[src/rtl/jsb_pkg.sv]
package jsb_pkg;
    typedef enum logic [1:0] {
        ST_HUNT = 2'd0,
        ST_LEN  = 2'd1,
        ST_XFER = 2'd2,
        ST_DONE = 2'd3
    } bridge_state_e;

    function automatic logic leave_idle(input logic capture, input logic update, input logic sel);
        return capture | update | ~sel;
    endfunction
endpackage

[src/rtl/jsb_frame_ctrl.sv]
module jsb_frame_ctrl
    import jsb_pkg::*;
#(
    parameter int LEN_W = 32
) (
    input  logic          clk,
    input  logic          rst,
    input  logic          sel,
    input  logic          capture,
    input  logic          shift,
    input  logic          update,
    input  logic          tdi,
    output bridge_state_e state_o
);
    localparam int CNT_W = $clog2(LEN_W);
    localparam logic [CNT_W-1:0] LAST_LEN_BIT = CNT_W'(LEN_W - 1);

    bridge_state_e    state_q;
    logic [CNT_W-1:0] bitcnt_q;
    logic [LEN_W-1:0] remain_q;

    always_ff @(posedge clk) begin
        if (rst || leave_idle(capture, update, sel)) begin
            state_q  <= ST_HUNT;
            bitcnt_q <= '0;
            remain_q <= '0;
        end else if (shift) begin
            unique case (state_q)
                ST_HUNT: begin
                    if (tdi) begin
                        state_q  <= ST_LEN;
                        bitcnt_q <= '0;
                    end
                end
                ST_LEN: begin
                    remain_q <= {remain_q[LEN_W-2:0], tdi};
                    bitcnt_q <= bitcnt_q + 1'b1;
                    if (bitcnt_q == LAST_LEN_BIT) state_q <= ST_XFER;
                end
                ST_XFER: begin
                    if (remain_q == '0) state_q <= ST_DONE;
                    else                remain_q <= remain_q - 1'b1;
                end
                default: state_q <= ST_DONE;
            endcase
        end
    end

    assign state_o = state_q;
endmodule

[src/rtl/jsb_spi_gate.sv]
module jsb_spi_gate (
    input  logic clk,
    input  logic rst,
    input  logic in_window,
    input  logic shift,
    input  logic tdi,
    output logic spi_sck,
    output logic spi_mosi,
    output logic spi_cs_n
);
    logic sck_en_q;
    logic cs_n_q;

    // Falling-edge update keeps the gated clock free of glitches.
    always_ff @(negedge clk) begin
        if (rst) begin
            sck_en_q <= 1'b0;
            cs_n_q   <= 1'b1;
        end else begin
            sck_en_q <= in_window & shift;
            cs_n_q   <= ~in_window;
        end
    end

    assign spi_sck  = clk & sck_en_q;
    assign spi_mosi = tdi & ~cs_n_q;
    assign spi_cs_n = cs_n_q;
endmodule

[src/rtl/jsb_tdo_stage.sv]
module jsb_tdo_stage (
    input  logic clk,
    input  logic rst,
    input  logic in_window,
    input  logic shift,
    input  logic spi_miso,
    output logic tdo
);
    logic tdo_q;

    always_ff @(posedge clk) begin
        if (rst)                     tdo_q <= 1'b0;
        else if (in_window && shift) tdo_q <= spi_miso;
        else                         tdo_q <= 1'b0;
    end

    assign tdo = tdo_q;
endmodule

[src/rtl/jtag_spi_bridge.sv]
module jtag_spi_bridge
    import jsb_pkg::*;
#(
    parameter int LEN_W = 32
) (
    input  logic clk,
    input  logic rst,
    input  logic sel,
    input  logic capture,
    input  logic shift,
    input  logic update,
    input  logic tdi,
    output logic tdo,
    input  logic spi_miso,
    output logic spi_sck,
    output logic spi_mosi,
    output logic spi_cs_n
);
    bridge_state_e st;
    logic          in_window;

    jsb_frame_ctrl #(.LEN_W(LEN_W)) u_ctrl (
        .clk(clk), .rst(rst), .sel(sel), .capture(capture),
        .shift(shift), .update(update), .tdi(tdi), .state_o(st)
    );

    assign in_window = (st == ST_XFER);

    jsb_spi_gate u_gate (
        .clk(clk), .rst(rst), .in_window(in_window), .shift(shift), .tdi(tdi),
        .spi_sck(spi_sck), .spi_mosi(spi_mosi), .spi_cs_n(spi_cs_n)
    );

    jsb_tdo_stage u_tdo (
        .clk(clk), .rst(rst), .in_window(in_window), .shift(shift),
        .spi_miso(spi_miso), .tdo(tdo)
    );
endmodule

[config.mk]
export PLATFORM = sky130hd
export DESIGN_NAME = jtag_spi_bridge
export DESIGN_NICKNAME = d
export VERILOG_FILES = /design/src/rtl/jsb_pkg.sv /design/src/rtl/jsb_frame_ctrl.sv /design/src/rtl/jsb_spi_gate.sv /design/src/rtl/jsb_tdo_stage.sv /design/src/rtl/jtag_spi_bridge.sv
export SDC_FILE = /design/constraint.sdc
export NUM_CORES = 1
export LEC_CHECK = 0
export BUFFER_PORTS_ARGS = -buffer_cell sky130_fd_sc_hd__buf_2
export CAP_MARGIN = 20
export CELL_PAD_IN_SITES_DETAIL_PLACEMENT = 1
export CELL_PAD_IN_SITES_GLOBAL_PLACEMENT = 2
export CORE_MARGIN = 1.5
export CORE_UTILIZATION = 31
export DETAILED_ROUTE_END_ITERATION = 10
export GPL_TIMING_DRIVEN = 0
export PLACE_DENSITY = 0.77
export REMOVE_ABC_BUFFERS = 1
export SETUP_SLACK_MARGIN = 0.4
export SYNTH_ARGS = -nofsm -noshare
export SYNTH_HDL_FRONTEND = slang
export SYNTH_SLANG_ARGS = --single-unit
export TNS_END_PERCENT = 5
[constraint.sdc]
create_clock -name clk -period 2.35 [get_ports clk]
set_input_delay 0.3525 -clock clk [delete_from_list [all_inputs] [get_ports clk]]
set_output_delay 0.3525 -clock clk [all_outputs]
set_load 0.01 [all_outputs]
==> metrics, run 1 <==
power consumption 0.00140 W; clock tree from TritonCTS yes; initial antenna violation count 0; Slew Viols, Final 0; P&R area growth vs syn 25.2%; Die Area 9000 µm²; cell count after synthesis 346; data required time at the worst endpoint 2710 ps; vias in the first global route 2824; # hold bufs at CTS 0; distinct cell type count of the synthesized netlist 57; antenna viol nets, final 0; wire length of the first global-routing pass 15300 µm; number of top-level pins 12; number of hold-slack violations in the final timing report 0; total of fill cells in the finished design 980; Residual DRC 0; Critical Path End Type flip-flop; combined global-route utilization of all metal layers 22.5%; wire length per cell after detailed routing 20.6 µm; max-capacitance violation count 0; Detailed Route Iter0 Violations 173; Pre-Repair DR Iteration Count 4; routed vias 2882; violated checks negative setup slack; Buffers & Inverters on Critical Path 0; type of element launching the critical path flip-flop; slowest cell on the critical path sky130_fd_sc_hd__or4_4; number of input and output port buffers inserted 11; latest clock arrival within the worst-skew pair 480 ps; Static Leakage 1.16 nW; floorplan die height 94.9 µm; detailed-placement wirelength estimate 6210 µm; Clk pin slew, worst setup/hold paths 100 ps; Arr. time, crit path 2920 ps; Met1 Routed Length 4420 µm; initial core utilization 31.9%; met2 wirelength from detailed routing 4750 µm; total length of routed wires 9600 µm; biggest cell delay along the critical path 580 ps; Top Metal Used met4; total grt overflow 0; top flip-flop cell by instance count after synthesis sky130_fd_sc_hd__dfxtp_1; CP cell instances or4_4 > or4_4 > or4_4 > a2111o_1 > a21oi_2; shortest clock period the worst path allows after layout 2570 ps; Most Frequent Cell on Critical Path sky130_fd_sc_hd__or4_4; post-synthesis sequential element count 42; final core area utilization 39.9%; Placeable Area 8220 µm²; Post-Syn Area 2620 µm²; syn_area_per_cell 7.57 µm²; Final #Nets 370; number of placement rows 33; final worst-path cycle share 109%; largest voltage drop on the vdd net 0.322 mV; number of flops mapped to enable cells by yosys 0; commonest non-fill, non-tap cell in the layout sky130_fd_sc_hd__dfxtp_1; commonest non-fill, non-tap cells in the layout sky130_fd_sc_hd__dfxtp_1, sky130_fd_sc_hd__nand2_1, sky130_fd_sc_hd__nor2_1; run status finished, violations left; via density per instance 6.20; metal3 WL 289 µm; proportion of synthesized flip-flops having asynchronous set or reset 0%; relative max-transition margin 43.4%; setup clock skew after layout 73.0 ps; unrepaired setup endpoints after global routing yes; total power density per cell area 428 nW/µm²; final setup slack of the worst path -217 ps; class of the most critical hold timing path in -> reg; fraction of final layout cells with drive strength greater than 1 27.2%; cell type group with the largest total delay on the critical path simple AND/OR/NAND/NOR gates; dpl ws -1210 ps; total negative slack for setup checks -838 ps; DIE WIDTH 94.9 µm; proportion of synthesized chip area in sequential cells 32.1%; achievable clock frequency 0.390 GHz; worst-path maximum fanout 6; pin count of the biggest net entering global routing 42; Worst Setup Path Type reg -> reg; slew at the pin closest to its max-slew limit 849 ps; final weighted congestion in routability-driven placement 0.788; final setup violation count 10; total number of yosys warnings 0; number of antenna diodes 0
per-layer routing:
| layer | vias up | track usage, % |
|---|---|---|
| li1 | 1368 | - |
| met1 | 1453 | 28.8 |
| met2 | 48 | 37.5 |
| met3 | 13 | 3.54 |
| met4 | 0 | 8.96 |
| met5 | - | 0 |
timing repair:
item	CTS	global route
endpoints found under the setup margin	39	39
resized for setup	37	24
buffers inserted	12	1
cloned	0	0
pin swaps	13	14
state kept, by name (all words and copies together) (netlist names):
signal / cells
u_ctrl.bitcnt_q: 5
u_ctrl.remain_q: 32
u_ctrl.state_o: 2
u_gate.sck_en_q: 1
u_gate.spi_cs_n: 1
u_tdo.tdo: 1
cell type report:
| class | instances | area (µm²) | area share, % |
|---|---|---|---|
| Multi-Input combinational cell | 269 | 1890 | 57.7 |
| Sequential cell | 42 | 860 | 26.2 |
| Timing Repair Buffer | 31 | 234 | 7.14 |
| Tap cell | 105 | 131 | 4.01 |
| Clock buffer | 10 | 125 | 3.82 |
| Clock inverter | 4 | 21.3 | 0.649 |
| Inverter | 4 | 15.0 | 0.458 |
path summary, 6_finish.rpt:
| path | depth (start not counted) | slack (ps) | from | to |
|---|---|---|---|---|
| max | 5 | -220 | u_ctrl.remain_q[8]$_SDFFE_PP0P_ | u_ctrl.remain_q[21]$_SDFFE_PP0P_ |
| min | 2 | 140 | spi_miso | u_tdo.tdo$_SDFF_PP0_ |
| max reg2reg | 5 | -220 | u_ctrl.remain_q[8]$_SDFFE_PP0P_ | u_ctrl.remain_q[21]$_SDFFE_PP0P_ |
| min reg2reg | 2 | 490 | u_ctrl.bitcnt_q[3]$_SDFFE_PP0P_ | u_ctrl.bitcnt_q[3]$_SDFFE_PP0P_ |
Yosys cell counts, types with 6 or more instances:
master	count	share of area [%]
sky130_fd_sc_hd__or3_1	6	1.4
sky130_fd_sc_hd__dfxtp_1	42	32
sky130_fd_sc_hd__o32ai_1	11	3.7
sky130_fd_sc_hd__nor2_1	28	4.0
sky130_fd_sc_hd__nor4_1	9	2.2
sky130_fd_sc_hd__a21oi_1	20	3.8
sky130_fd_sc_hd__o21ai_0	21	4.0
sky130_fd_sc_hd__nand3_1	11	2.1
sky130_fd_sc_hd__nor3_1	24	4.6
sky130_fd_sc_hd__a31oi_1	14	3.3
sky130_fd_sc_hd__nand2_1	30	4.3
sky130_fd_sc_hd__o31ai_1	6	1.7
sky130_fd_sc_hd__clkbuf_1	27	3.9
where the power goes:
part	internal (W)	total [W]	switching, W
Combinational	0.0000124	0.0000378	0.0000254
Clock	0.000323	0.000656	0.000333
Sequential	0.000709	0.000710	0.000000756
Total	0.00104	0.00140	0.000360
cells by family after synthesis:
kind of cell	after synthesis	synth area share (%)
AO/OA/AOI/OAI	114	30.1
flip-flops	42	32.1
AND/OR/NAND/NOR	149	30.1
multiplexers	3	1.20
adder cells (fa/ha/maj)	3	1.43
buffers and inverters	35	5.07
per-stage QoR:
step | std cells | hold slack (ps) | cell area, µm²
6_report | 465 | 136 | 3280
5_1_grt | 465 | 144 | 3280
4_1_cts | 464 | 131 | 3180
3_5_place_dp | 440 | 476 | 2780
3_3_place_gp | 432 | 468 | 2690
2_1_floorplan | 316 | 452 | 2500
Note: power is estimated with default switching activity, not from simulation.
==> run 2: changes to the inputs <==
--- a/config.mk
+++ b/config.mk
@@ -13,2 +13,3 @@
 export CORE_UTILIZATION = 31
+export CTS_BUF_LIST = sky130_fd_sc_hd__clkbuf_16
 export DETAILED_ROUTE_END_ITERATION = 10
@@ -18,2 +19,3 @@
 export SETUP_SLACK_MARGIN = 0.4
+export SKIP_LAST_GASP = 1
 export SYNTH_ARGS = -nofsm -noshare
--- a/constraint.sdc
+++ b/constraint.sdc
@@ -3,2 +3,2 @@
 set_output_delay 0.3525 -clock clk [all_outputs]
-set_load 0.01 [all_outputs]
+set_load 0.05 [all_outputs]
==> metrics, run 2 (synthesis results as in run 1) <==
Buffers & Inverters on Critical Path 1 (+1); latest clock arrival within the worst-skew pair 500 ps (+20 ps); Detailed Route Iter0 Violations 146 (-16%); Static Leakage 1.16 nW (-0.14%); via density per instance 6.20 (about the same); initial antenna violation count 0 (unchanged); Placeable Area 8220 µm² (unchanged); total length of routed wires 9530 µm (-0.72%); area of the multi-input gates 1780 µm² (-6.0%); routed vias 2881 (-0.035%); slowest cell on the critical path sky130_fd_sc_hd__dfxtp_2; Worst Setup Path Type reg -> out; vias in the first global route 2825 (+0.035%); total grt overflow 0 (unchanged); fraction of final layout cells with drive strength greater than 1 21.4% (-5.8 points); number of flip-flops under the largest register name 32 (unchanged); class of the most critical hold timing path in -> reg; commonest non-fill, non-tap cell in the layout sky130_fd_sc_hd__dfxtp_1; slew at the pin closest to its max-slew limit 854 ps (+4.85 ps); setup clock skew after layout 96.7 ps (+23.7 ps); data required time at the worst endpoint 2000 ps (-710 ps); combined global-route utilization of all metal layers 22.2% (-0.29 points); clock tree from TritonCTS yes; Slew Viols, Final 0 (unchanged); unrepaired setup endpoints after global routing yes; final weighted congestion in routability-driven placement 0.788 (unchanged); hold slack final 151 ps (+14.9 ps); Final #Nets 370 (unchanged); largest voltage drop on the vdd net 0.348 mV (+8.1%); wire length of the first global-routing pass 15100 µm (-1.3%); run status finished, violations left; P&R area growth vs syn 23.7%; final setup slack of the worst path -268 ps (-50.6 ps); cell type group with the largest total delay on the critical path flip-flops; Clk pin slew, worst setup/hold paths 60 ps (-40 ps); Pre-Repair DR Iteration Count 4 (unchanged); max-capacitance violation count 0 (unchanged); final core area utilization 39.4% (-0.47 points); number of top-level pins 12 (unchanged); Residual DRC 0 (unchanged); antenna viol nets, final 0 (unchanged); Arr. time, crit path 2270 ps (-650 ps); worst-path maximum fanout 2 (-4); number of placement rows 33 (unchanged); detailed-placement wirelength estimate 6210 µm (unchanged); relative max-transition margin 43.1% (-0.32 points); pin count of the biggest net entering global routing 42 (unchanged); total negative slack for setup checks -1720 ps (-885 ps); wire length per cell after detailed routing 20.5 µm (-0.72%); flip-flop and latch area 848 µm² (-1.3%); violated checks negative setup slack; DIE WIDTH 94.9 µm (unchanged); Critical Path End Type output port; number of input and output port buffers inserted 11 (unchanged); biggest cell delay along the critical path 320 ps (-260 ps); Die Area 9000 µm² (unchanged); total of fill cells in the finished design 987 (+0.71%); # hold bufs at CTS 0 (unchanged); initial core utilization 31.9% (unchanged); number of antenna diodes 0 (unchanged); floorplan die height 94.9 µm (unchanged); worst setup path start u_gate.spi_cs_n$_SDFF_NP1_; commonest non-fill, non-tap cells in the layout sky130_fd_sc_hd__dfxtp_1, sky130_fd_sc_hd__nand2_1, sky130_fd_sc_hd__nor2_1; type of element launching the critical path flip-flop; number of hold-slack violations in the final timing report 0 (unchanged); final setup violation count 24 (+14); total power density per cell area 531 nW/µm² (+24%); CP cell instances nor2b_2 > buf_6; largest register by flop count u_ctrl.remain_q; Hold Path Origin spi_miso; startpoint of the most critical register-to-register path u_ctrl.remain_q[10]$_SDFFE_PP0P_
## run 2: cell types whose count changed in the layout (fill, tap and decap cells not counted), moves of 3 or more
cell                        previous run  this run
sky130_fd_sc_hd__dfxtp_2               9         3
sky130_fd_sc_hd__clkbuf_8              8         0
sky130_fd_sc_hd__nor3_4                3         0
sky130_fd_sc_hd__nor4_1                2         5
sky130_fd_sc_hd__dfxtp_1              31        38
sky130_fd_sc_hd__clkbuf_16             0         8
sky130_fd_sc_hd__inv_1                 4         7
## run 2: per-layer routing
metal	wire, µm	GRT usage, %	vias up	part of all wire [%]
li1	-	-	1371	-
met1	4320	28.2	1420	45
met2	4610	37.6	73	48
met3	415	2.98	17	4.4
met4	178	9.08	0	1.9
met5	0	0	-	0
## run 2: layout make-up
type	instances	share of cell area, %
Sequential cell	42	26.2
Tap cell	105	4.06
Clock buffer	9	6.53
Inverter	4	0.464
Clock inverter	5	0.773
Multi-Input combinational cell	269	54.9
Timing Repair Buffer	31	7.07
## run 2: where the power goes
part	internal (W)	switching (W)
combinational	0.0000123	0.0000253
sequential	0.000711	0.000000745
clock	0.000611	0.000358
## run 2: worst paths after layout
check                                                        end  slack, ps  cells after the start
worst max-delay path                                    spi_mosi       -270                      2
worst min-delay path                        u_tdo.tdo$_SDFF_PP0_        150                      2
worst max register to register  u_ctrl.remain_q[21]$_SDFFE_PP0P_       -230                      5
worst min register to register   u_ctrl.bitcnt_q[3]$_SDFFE_PP0P_        480                      2
## run 2: metrics by stage
stage | power (W) | instance area [µm²] | std cells | setup WS [ps]
6_report | 0.00172 | 3240 | 465 | -268
5_1_grt | 0.00177 | 3240 | 465 | -288
4_1_cts | 0.00173 | 3150 | 462 | -290
3_5_place_dp | 0.000773 | 2780 | 440 | -1210
3_3_place_gp | 0.000769 | 2690 | 432 | -3610
2_1_floorplan | 0.000751 | 2500 | 316 | -1020
## run 2: timing repair
action                                  in CTS  in global routing
buffers inserted                            10                  3
resized for setup                           13                 19
pin swaps                                    3                  5
endpoints found under the hold margin        0                  0
endpoints found under the setup margin      39                 39
